===== src/rtl/ddc_mode_pkg.sv =====
package ddc_mode_pkg;
  typedef enum logic [1:0] {
    MODE_TXONLY = 2'b00,
    MODE_TRANS  = 2'b01,
    MODE_LOCKED = 2'b10
  } mode_e;

  localparam int unsigned SEL_BITS = 8;
  localparam logic [3:0]  SEL_FAMILY = 4'b1010;
endpackage


===== src/rtl/ddc_line_sampler.sv =====
// Registers a group of asynchronous pin levels and flags their edges.
module ddc_line_sampler #(
  parameter int unsigned    N       = 4,
  parameter logic [N-1:0]   RST_VAL = '0
) (
  input  logic         clk,
  input  logic         rst_n,
  input  logic [N-1:0] raw_i,
  output logic [N-1:0] lvl_o,
  output logic [N-1:0] rise_o,
  output logic [N-1:0] fall_o
);
  logic [N-1:0] cur_q;
  logic [N-1:0] prv_q;

  always_ff @(posedge clk or negedge rst_n) begin
    if (!rst_n) begin
      cur_q <= RST_VAL;
      prv_q <= RST_VAL;
    end else begin
      cur_q <= raw_i;
      prv_q <= cur_q;
    end
  end

  for (genvar g = 0; g < N; g++) begin : g_edge
    assign rise_o[g] = cur_q[g] & ~prv_q[g];
    assign fall_o[g] = ~cur_q[g] & prv_q[g];
  end

  assign lvl_o = cur_q;
endmodule


===== src/rtl/ddc_dsel_decoder.sv =====
// Watches for START + device-select byte and pulses hit_o on a match.
module ddc_dsel_decoder
  import ddc_mode_pkg::*;
#(
  parameter bit CE_ZERO = 1'b0
) (
  input  logic clk,
  input  logic rst_n,
  input  logic scl_lvl,
  input  logic scl_rise,
  input  logic sda_lvl,
  input  logic sda_rise,
  input  logic sda_fall,
  output logic hit_o
);
  localparam int unsigned CW = $clog2(SEL_BITS);
  localparam logic [CW-1:0] LAST_BIT = CW'(SEL_BITS - 1);

  logic          act_q, act_n;
  logic [CW-1:0] cnt_q, cnt_n;
  logic [SEL_BITS-1:0] sh_q, sh_n;
  logic          hit_q, hit_n;
  logic          bus_start, bus_stop;
  logic [SEL_BITS-1:0] byte_in;
  logic          byte_ok;

  assign bus_start = sda_fall & scl_lvl & ~scl_rise;
  assign bus_stop  = sda_rise & scl_lvl & ~scl_rise;
  assign byte_in   = {sh_q[SEL_BITS-2:0], sda_lvl};

  if (CE_ZERO) begin : g_ce_zero
    assign byte_ok = (byte_in[7:4] == SEL_FAMILY) && (byte_in[3:1] == 3'b000);
  end else begin : g_ce_any
    assign byte_ok = (byte_in[7:4] == SEL_FAMILY);
  end

  always_comb begin
    act_n = act_q;
    cnt_n = cnt_q;
    sh_n  = sh_q;
    hit_n = 1'b0;
    if (bus_start) begin
      act_n = 1'b1;
      cnt_n = '0;
    end else if (bus_stop) begin
      act_n = 1'b0;
    end else if (act_q && scl_rise) begin
      sh_n = byte_in;
      if (cnt_q == LAST_BIT) begin
        act_n = 1'b0;
        hit_n = byte_ok;
      end else begin
        cnt_n = cnt_q + 1'b1;
      end
    end
  end

  always_ff @(posedge clk or negedge rst_n) begin
    if (!rst_n) begin
      act_q <= 1'b0;
      cnt_q <= '0;
      sh_q  <= '0;
      hit_q <= 1'b0;
    end else begin
      act_q <= act_n;
      cnt_q <= cnt_n;
      sh_q  <= sh_n;
      hit_q <= hit_n;
    end
  end

  assign hit_o = hit_q;
endmodule


===== src/rtl/ddc_recovery_timer.sv =====
// Counts transmit-clock edges and cycles while the transition state runs.
module ddc_recovery_timer #(
  parameter int unsigned TX_LIMIT    = 128,
  parameter int unsigned TIMEOUT_CYC = 200_000_000
) (
  input  logic clk,
  input  logic rst_n,
  input  logic run_i,
  input  logic clr_i,
  input  logic tx_rise_i,
  output logic expire_o
);
  localparam int unsigned TXW = $clog2(TX_LIMIT + 1);
  localparam int unsigned TMW = $clog2(TIMEOUT_CYC + 1);
  localparam logic [TXW-1:0] TX_LAST = TXW'(TX_LIMIT - 1);
  localparam logic [TMW-1:0] TM_LAST = TMW'(TIMEOUT_CYC - 1);

  logic [TXW-1:0] tx_q, tx_n;
  logic [TMW-1:0] tm_q, tm_n;
  logic           cnt_en;

  assign cnt_en = run_i & ~clr_i;

  always_comb begin
    tx_n = '0;
    tm_n = '0;
    if (cnt_en) begin
      tx_n = tx_rise_i ? tx_q + 1'b1 : tx_q;
      tm_n = tm_q + 1'b1;
    end
  end

  always_ff @(posedge clk or negedge rst_n) begin
    if (!rst_n) begin
      tx_q <= '0;
      tm_q <= '0;
    end else begin
      tx_q <= tx_n;
      tm_q <= tm_n;
    end
  end

  assign expire_o = cnt_en & ((tx_rise_i && tx_q == TX_LAST) || (tm_q == TM_LAST));
endmodule


===== src/rtl/ddc_mode_ctrl.sv =====
module ddc_mode_ctrl
  import ddc_mode_pkg::*;
#(
  parameter bit          RECOVER       = 1'b1,
  parameter bit          CE_ZERO       = 1'b0,
  parameter bit          WE_FROM_TXCLK = 1'b0,
  parameter int unsigned TX_LIMIT      = 128,
  parameter int unsigned TIMEOUT_CYC   = 200_000_000
) (
  input  logic       clk,
  input  logic       rst_n,
  input  logic       scl_i,
  input  logic       sda_i,
  input  logic       txclk_i,
  input  logic       wctl_i,
  output logic [1:0] mode_o,
  output logic       wr_permit_o
);
  localparam int unsigned PINS = 4;
  localparam int unsigned P_SCL = 0;
  localparam int unsigned P_SDA = 1;
  localparam int unsigned P_TX  = 2;
  localparam int unsigned P_WC  = 3;

  // reset synchronizer: assert asynchronously, release on clk
  logic [1:0] rst_sync_q;
  logic       rst_s_n;
  always_ff @(posedge clk or negedge rst_n) begin
    if (!rst_n) rst_sync_q <= 2'b00;
    else        rst_sync_q <= {rst_sync_q[0], 1'b1};
  end
  assign rst_s_n = rst_sync_q[1];

  logic [PINS-1:0] lvl, rise, fall;
  ddc_line_sampler #(.N(PINS), .RST_VAL(4'b0011)) u_smp (
    .clk(clk), .rst_n(rst_s_n),
    .raw_i({wctl_i, txclk_i, sda_i, scl_i}),
    .lvl_o(lvl), .rise_o(rise), .fall_o(fall)
  );

  logic scl_fall;
  logic sel_hit;
  logic rec_expire;
  mode_e mode_q, mode_n;
  mode_e leave_to;

  assign scl_fall = fall[P_SCL];

  ddc_dsel_decoder #(.CE_ZERO(CE_ZERO)) u_dec (
    .clk(clk), .rst_n(rst_s_n),
    .scl_lvl(lvl[P_SCL]), .scl_rise(rise[P_SCL]),
    .sda_lvl(lvl[P_SDA]), .sda_rise(rise[P_SDA]), .sda_fall(fall[P_SDA]),
    .hit_o(sel_hit)
  );

  ddc_recovery_timer #(.TX_LIMIT(TX_LIMIT), .TIMEOUT_CYC(TIMEOUT_CYC)) u_tmr (
    .clk(clk), .rst_n(rst_s_n),
    .run_i(mode_q == MODE_TRANS),
    .clr_i(scl_fall),
    .tx_rise_i(rise[P_TX]),
    .expire_o(rec_expire)
  );

  if (RECOVER) begin : g_recover
    assign leave_to = MODE_TRANS;
  end else begin : g_lock
    assign leave_to = MODE_LOCKED;
  end

  always_comb begin
    mode_n = mode_q;
    unique case (mode_q)
      MODE_TXONLY: if (scl_fall) mode_n = leave_to;
      MODE_TRANS: begin
        if (sel_hit)         mode_n = MODE_LOCKED;
        else if (scl_fall)   mode_n = MODE_TRANS;
        else if (rec_expire) mode_n = MODE_TXONLY;
      end
      MODE_LOCKED: mode_n = MODE_LOCKED;
      default:     mode_n = MODE_TXONLY;
    endcase
  end

  always_ff @(posedge clk or negedge rst_s_n) begin
    if (!rst_s_n) mode_q <= MODE_TXONLY;
    else          mode_q <= mode_n;
  end

  logic we_src;
  if (WE_FROM_TXCLK) begin : g_we_tx
    assign we_src = lvl[P_TX];
  end else begin : g_we_pin
    assign we_src = lvl[P_WC];
  end

  assign mode_o      = mode_q;
  assign wr_permit_o = (mode_q != MODE_TXONLY) & we_src;
endmodule


===== config.mk =====
export PLATFORM = sky130hd
export DESIGN_NAME = ddc_mode_ctrl
export DESIGN_NICKNAME = d
export VERILOG_FILES = /design/src/rtl/ddc_mode_pkg.sv /design/src/rtl/ddc_line_sampler.sv /design/src/rtl/ddc_dsel_decoder.sv /design/src/rtl/ddc_recovery_timer.sv /design/src/rtl/ddc_mode_ctrl.sv
export SDC_FILE = /design/constraint.sdc
export NUM_CORES = 1
export LEC_CHECK = 0
export CAP_MARGIN = 25
export CORE_MARGIN = 2
export CORE_UTILIZATION = 42
export CTS_CLUSTER_DIAMETER = 150
export DETAILED_ROUTE_END_ITERATION = 12
export PLACE_DENSITY = 0.55
export SLEW_MARGIN = 20
export SYNTH_ARGS = -nofsm -noshare
export SYNTH_HDL_FRONTEND = slang
export SYNTH_HIERARCHICAL = 1
export SYNTH_SLANG_ARGS = --single-unit

===== constraint.sdc =====
create_clock -name clk -period 4.5 [get_ports clk]
set_input_delay 0.9 -clock clk [delete_from_list [all_inputs] [get_ports clk]]
set_output_delay 0.9 -clock clk [all_outputs]
set_load 0.01 [all_outputs]

==> results of run 1 <==
==> worst reg2reg max path: cells and delay by family, from the launching register on <==
| family | cells | cell delay (ns) |
|---|---|---|
| adder cells (fa/ha/maj) | 1 | 0.22 |
| AND/OR/NAND/NOR | 4 | 1.12 |
| flip-flops | 1 | 0.38 |
| AO/OA/AOI/OAI | 2 | 0.33 |
==> area by class of cell <==
type	count	area, um^2	share of cell area [%]
sequential	59	1480	47.7
multi-input combinational	181	1200	38.6
clock buffer	12	155	5.00
tap	77	96.3	3.10
timing repair buffer	10	95.1	3.06
clock inverter	4	72.6	2.34
inverter	1	3.75	0.121
==> worst max-delay path by stage <==
stage | from | to | slack, ns | cells after the start
CTS | mode_o[0]$_DFFE_PN0P_ | wr_permit_o | 2.16 | 2
finish | mode_o[0]$_DFFE_PN0P_ | wr_permit_o | 2.19 | 2
global route | mode_o[0]$_DFFE_PN0P_ | wr_permit_o | 2.09 | 2
detailed placement | u_tmr/tm_q[0]$_DFF_PN0_ | mode_o[0]$_DFFE_PN0P_ | 2.36 | 7
global placement | u_tmr/tm_q[0]$_DFF_PN0_ | mode_o[0]$_DFFE_PN0P_ | 2.41 | 7
floorplan | u_tmr/tm_q[0]$_DFF_PN0_ | mode_o[0]$_DFFE_PN0P_ | 2.61 | 9
==> cells in the final DEF (no fill, tap or decap), drive strengths merged, types with 2 or more instances in the layout <==
master          n
clkdlybuf4s50   8
dfstp           4
and3            5
mux2            7
nand2          22
o211ai          2
nand3           9
xor2           15
or4             8
o21ai           7
and2b           2
nor4            2
dfrtp          55
o31ai           8
nor2           21
nand3b          2
nand4          13
nor2b           7
ha              4
and4            5
clkbuf         12
a21oi          18
nor4bb          2
o21a            2
bufinv          2
buf             2
nand2b          2
or3             8
xnor2           4
==> state kept, by name, summed over array words and instances, names as in the netlist <==
name and count:
u_tmr/tx_q 8, u_dec/hit_o 1, u_smp/prv_q 3, u_tmr/tm_q 28, u_dec/cnt_q 3, rst_sync_q 2, u_smp/lvl_o 4, mode_o 2
u_dec/act_q 1, u_dec/sh_q 7
==> metal layers <==
layer | global-route usage (%) | routed length [um] | up-vias
li1 | - | - | 922
met1 | 19.2 | 2390 | 917
met2 | 24.4 | 2310 | 28
met3 | 7.67 | 162 | 5
met4 | 4.76 | 68 | 0
met5 | 0 | 0 | -
==> where the power goes <==
group | switching (mW) | leakage [nW] | internal [mW]
registers | 0.0556 | 0.767 | 0.598
clock network | 0.203 | 0.113 | 0.341
logic | 0.0591 | 0.455 | 0.0873
==> metrics by stage <==
step                      area [um^2]  util (%)
after floorplan                  2730         -
after global placement           2880      45.6
after detailed placement         2880      45.6
after CTS                        3110      49.2
after global routing             3110      49.2
final                            3110      49.2
==> impl_results.md, run 1 <==
* Total GRT Usage at approximately 16%
* Die Span Y at 84.7 um
* Avg WL per Cell at between 10 and 15 um
* Max Fanout on Critical Path at 6
* CTS tree: yes
* H-tree lvl count at 3
* Final min period at 2.31 ns
* Dpl hpwl at 3170 um
* Critical path class: flip-flop to output pin
* Post-CTS resize count at 0
* RSZ-0062 raised after global routing: no
* Place WS at 2.36 ns
* Worst hold-check path type: flip-flop to asynchronous set/reset pin
* Count of pins over their slew limit at 0
* R2R Setup Slk at 2.35 ns
* Routability cong. at 0.717
* Initial antenna violation count at 0
* Required time worst endpoint at 3.60 ns
* Slowest cell on crit path: clkdlybuf4s50_1
* Clock sinks at 59
* Cts bufs inserted at 9
* Residual DRC count at 0
* Status: finished clean
* Hold Violations, Final at 0
* Fin crit share at between 50% and 60%
* Largest net degree at the start of global routing at 42
* I/O Pins at 9
* Core box area at roughly 0.0063 mm^2
* Setup TNS at 0 ns
* Layout net count at ~270
* First-pass GRT wire length at 8680 um
* PD cells at between 400 and 500 mW/mm^2
* ANT cells at 0
* Setup ws final at 2.19 ns
* Post-CTS Setup Inserts at 0
* CP top delay family: buffers and inverters
* CTS Hold Bufs at 0
* Leakage at 1.34 nW
* Filler cells at 594
* Detailed Route WL at 4930 um
* Clock transition at path regs at around 0.060 ns
* DRT antenna net count at 0
* TritonRoute pass-1 iters at 4
* CTS Root Cell: clkbuf_8
* Worst Clk Skew at 0.00758 ns
* Worst EP arrival at 1.41 ns
* Worst Setup Start Kind: flip-flop
* Syn_area_per_cell at 10.9 um^2
* IO Port Bufs at 8
* Number of global-route vias before repair at 1,906
* Synth-to-Final Area Change at 13.6%
* Die area at 0.00717 mm^2
* Grt total ovfl at 0
* Finished Layout Cells at about 340
* Critical path capture point type: output pin
* Initial core utilization at 43.3%
* Number of max-cap violations at 0
* Worst slew pin tran at 0.675 ns
* Pwr Total at 1.34 mW
* Net count after synthesis at approximately 260
* Setup violations, final at 0
* R2R depth at 7
* Hold_ws at 0.180 ns
* Via density at 5.44
* Fmax at 0.433 GHz
* Syn Inst Count at 251
* RR Startpoint: u_tmr/tm_q[0]$_DFF_PN0_
* Row count at 29
* Worst-skew pair later-pin latency at 0.34 ns
* Vias post-DR at roughly 1,900
* Synth Cell Area at 0.00273 mm^2
* Worst IR Drop VDD at ~0.00027 V
* Die Width at 84.7 um
* Rel. slew slack at 54.9%
* CP bufs+invs at 1
* Share of cells above drive strength 1 at 13.1%
* DRC marker count from the first detailed-route iteration at 148
* Inst Count DP at between 300 and 400
* Critical R2R Capture: mode_o[0]$_DFFE_PN0P_
* Syn. warnings at 6
* CTS Buffer Depth at 2
* Worst-path cell chain: o21a_1 > clkdlybuf4s50_1
* Worst path max stage delay at approximately 0.47 ns
Note: power is estimated with default switching activity, not from simulation.
==> inputs of run 2 (changes only) <==
==> constraint.sdc (replaced) <==
create_clock -name clk -period 2.3 [get_ports clk]
set_input_delay 0.46 -clock clk [delete_from_list [all_inputs] [get_ports clk]]
set_output_delay 0.46 -clock clk [all_outputs]
set_load 0.01 [all_outputs]
==> run 2 against run 1 <==
Compared with the run above:
- clock skew shrank 0.0014 ns
- register-to-register slack got worse by 2.0 ns
- cell count rose by 1.7%
- sequential power grew 96%
- critical endpoint is now u_tmr/tm_q[24]$_DFF_PN0_
- worst setup slack worse by 1.8 ns
- clock power up 85%
- combinational power up 100%
- first-iteration DRC count shrank 18%
==> impl_results.md, run 2 (synthesized netlist as in run 1, its figures left out) <==
* Status: finished clean
* Fin crit share at 83.2%
* Post-DP Area at 0.00294 mm^2
* Initial core utilization at 43.3%
* Worst IR Drop VDD at 0.000446 V
* PD cells at 824 mW/mm^2
* Required time worst endpoint at 2.57 ns
* Commonest non-fill, non-tap cell in the layout: dfrtp_1
* Setup violations, final at 0
* Layout net count at 278
* Final min period at 1.91 ns
* Fmax at roughly 0.52 GHz
* Cts bufs inserted at 9
* I/O Pins at 9
* Post-CTS resize count at 0
* Via density at between 5 and 6
* Clock sinks at 59
* Post-CTS Setup Inserts at 0
* Footprint of the multi-input gates at about 0.0012 mm^2
* Combinational power share at 11.5%
* Largest net degree at the start of global routing at 27
* Die area at approximately 0.007 mm^2
* Initial antenna violation count at 0
* Grt total ovfl at 0
* Number of global-route vias before repair at roughly 1,900
* Share of cells above drive strength 1 at approximately 15%
* Worst Setup Start Kind: flip-flop
* Critical path capture point type: flip-flop
* Switching share of power at about 25%
* Count of pins over their slew limit at 0
* Number of max-cap violations at 0
* Dpl hpwl at 3340 um
* Register Area at roughly 0.0015 mm^2
* RSZ-0062 raised after global routing: no
* Vias post-DR at 1,890
* Most frequent cells in the layout: 54 x dfrtp_1, 21 x nand2_1, 21 x nor2_1, 17 x a21oi_1, 15 x xor2_1
* Die Span Y at between 80 and 90 um
* Avg WL per Cell at 14.0 um
* Worst Clk Skew at between 0.006 and 0.007 ns
* Leakage at 1.36 nW
* ANT cells at 0
* Most flops, register: u_tmr/tm_q
* Total GRT Usage at 15.8%
* Routability cong. at 0.755
* Max Fanout on Critical Path at 10
* Sw Pwr at 0.636 mW
* H-tree lvl count at 3
* Fin area at between 0.003 and 0.004 mm^2
* Worst-skew pair later-pin latency at 0.34 ns
* Row count at 29
* Worst EP arrival at 2.19 ns
* DRT antenna net count at 0
* Pwr Total at 2.59 mW
* Die Width at 84.7 um
* CTS Hold Bufs at 0
* Core box area at around 0.0063 mm^2
* Setup TNS at 0 ns
* Hold Violations, Final at 0
* CTS Root Cell: clkbuf_8
* TritonRoute pass-1 iters at 4
* Reg power frac at 49.4%
* Clock transition at path regs at approximately 0.070 ns
* CTS Buffer Depth at 2
* IO Port Bufs at 8
* First-pass GRT wire length at 8980 um
* Detailed Route WL at a little under 5000 um
* Synth-to-Final Area Change at 15.0%
* Internal power at approximately 2.0 mW
* Largest register FFs at 28
* Filler cells at 589
* Residual DRC count at 0
* Clk network pwr share at between 30% and 40%
* CTS tree: yes
* Critical path class: flip-flop to flip-flop
* Worst hold-check path type: flip-flop to asynchronous set/reset pin
* DRC marker count from the first detailed-route iteration at 121
* Registers with the most flip-flops: u_tmr/tm_q: 28 flops, u_tmr/tx_q: 8 flops, u_dec/sh_q: 7 flops
==> run 2: layout make-up <==
class                           count  share of cell area, %
Clock buffer                       11                   4.18
Clock inverter                      5                   2.47
Inverter                            1                  0.119
Multi-Input combinational cell    181                   38.2
Sequential cell                    59                   47.2
Tap cell                           77                   3.06
Timing Repair Buffer               16                   4.85
==> run 2: per-layer routing <==
layer,up-vias,wire (um),share of wire (%),global-route usage (%)
li1,943,-,-,-
met3,10,150,3.1,4.72
met4,0,92,1.9,6.93
met1,917,2390,49,20.8
met2,20,2280,46,24.3
met5,-,0,0,0
==> run 2: power groups by stage <==
stage	combinational, mW	sequential, mW	clock [mW]
6_report	0.297	1.28	1.01
5_1_grt	0.340	1.30	1.10
4_1_cts	0.304	1.28	1.04
3_5_place_dp	0.301	1.30	0
3_3_place_gp	0.293	1.29	0
2_1_floorplan	0.235	1.28	0
==> run 2: per-stage QoR <==
| step | std cells | util (%) | worst slack, ns | hold WS (ns) |
|---|---|---|---|---|
| floorplan | 251 | - | 0.415 | 0.164 |
| global placement | 334 | 46.5 | 0.441 | 0.203 |
| detailed placement | 334 | 46.5 | 0.401 | 0.203 |
| CTS | 350 | 49.8 | 0.380 | 0.207 |
| global route | 350 | 49.8 | 0.209 | 0.237 |
| finish | 350 | 49.8 | 0.386 | 0.189 |
==> run 2: worst paths after layout <==
check                                        start                    endpoint  slack, ns  cells past startpoint
setup / recovery           u_tmr/tm_q[0]$_DFF_PN0_    u_tmr/tm_q[24]$_DFF_PN0_       0.39                      6
hold / removal             rst_sync_q[1]$_DFF_PN0_  u_dec/cnt_q[0]$_DFFE_PN0P_       0.19                      0
setup reg to reg           u_tmr/tm_q[0]$_DFF_PN0_    u_tmr/tm_q[24]$_DFF_PN0_       0.39                      6
hold reg to reg            rst_sync_q[1]$_DFF_PN0_  u_dec/cnt_q[0]$_DFFE_PN0P_       0.19                      0
max in group asynchronous  rst_sync_q[1]$_DFF_PN0_    u_tmr/tm_q[23]$_DFF_PN0_       1.57                      1
min in group clk           rst_sync_q[0]$_DFF_PN0_     rst_sync_q[1]$_DFF_PN0_       0.35                      0
==> run 2: critical path, stage by stage, from the launching register on <==
cell,delay (ns)
dfrtp_1,0.38
ha_1,0.21
and4_1,0.32
nand4_1,0.14
buf_4,0.18
or4_1,0.46
a21oi_1,0.15
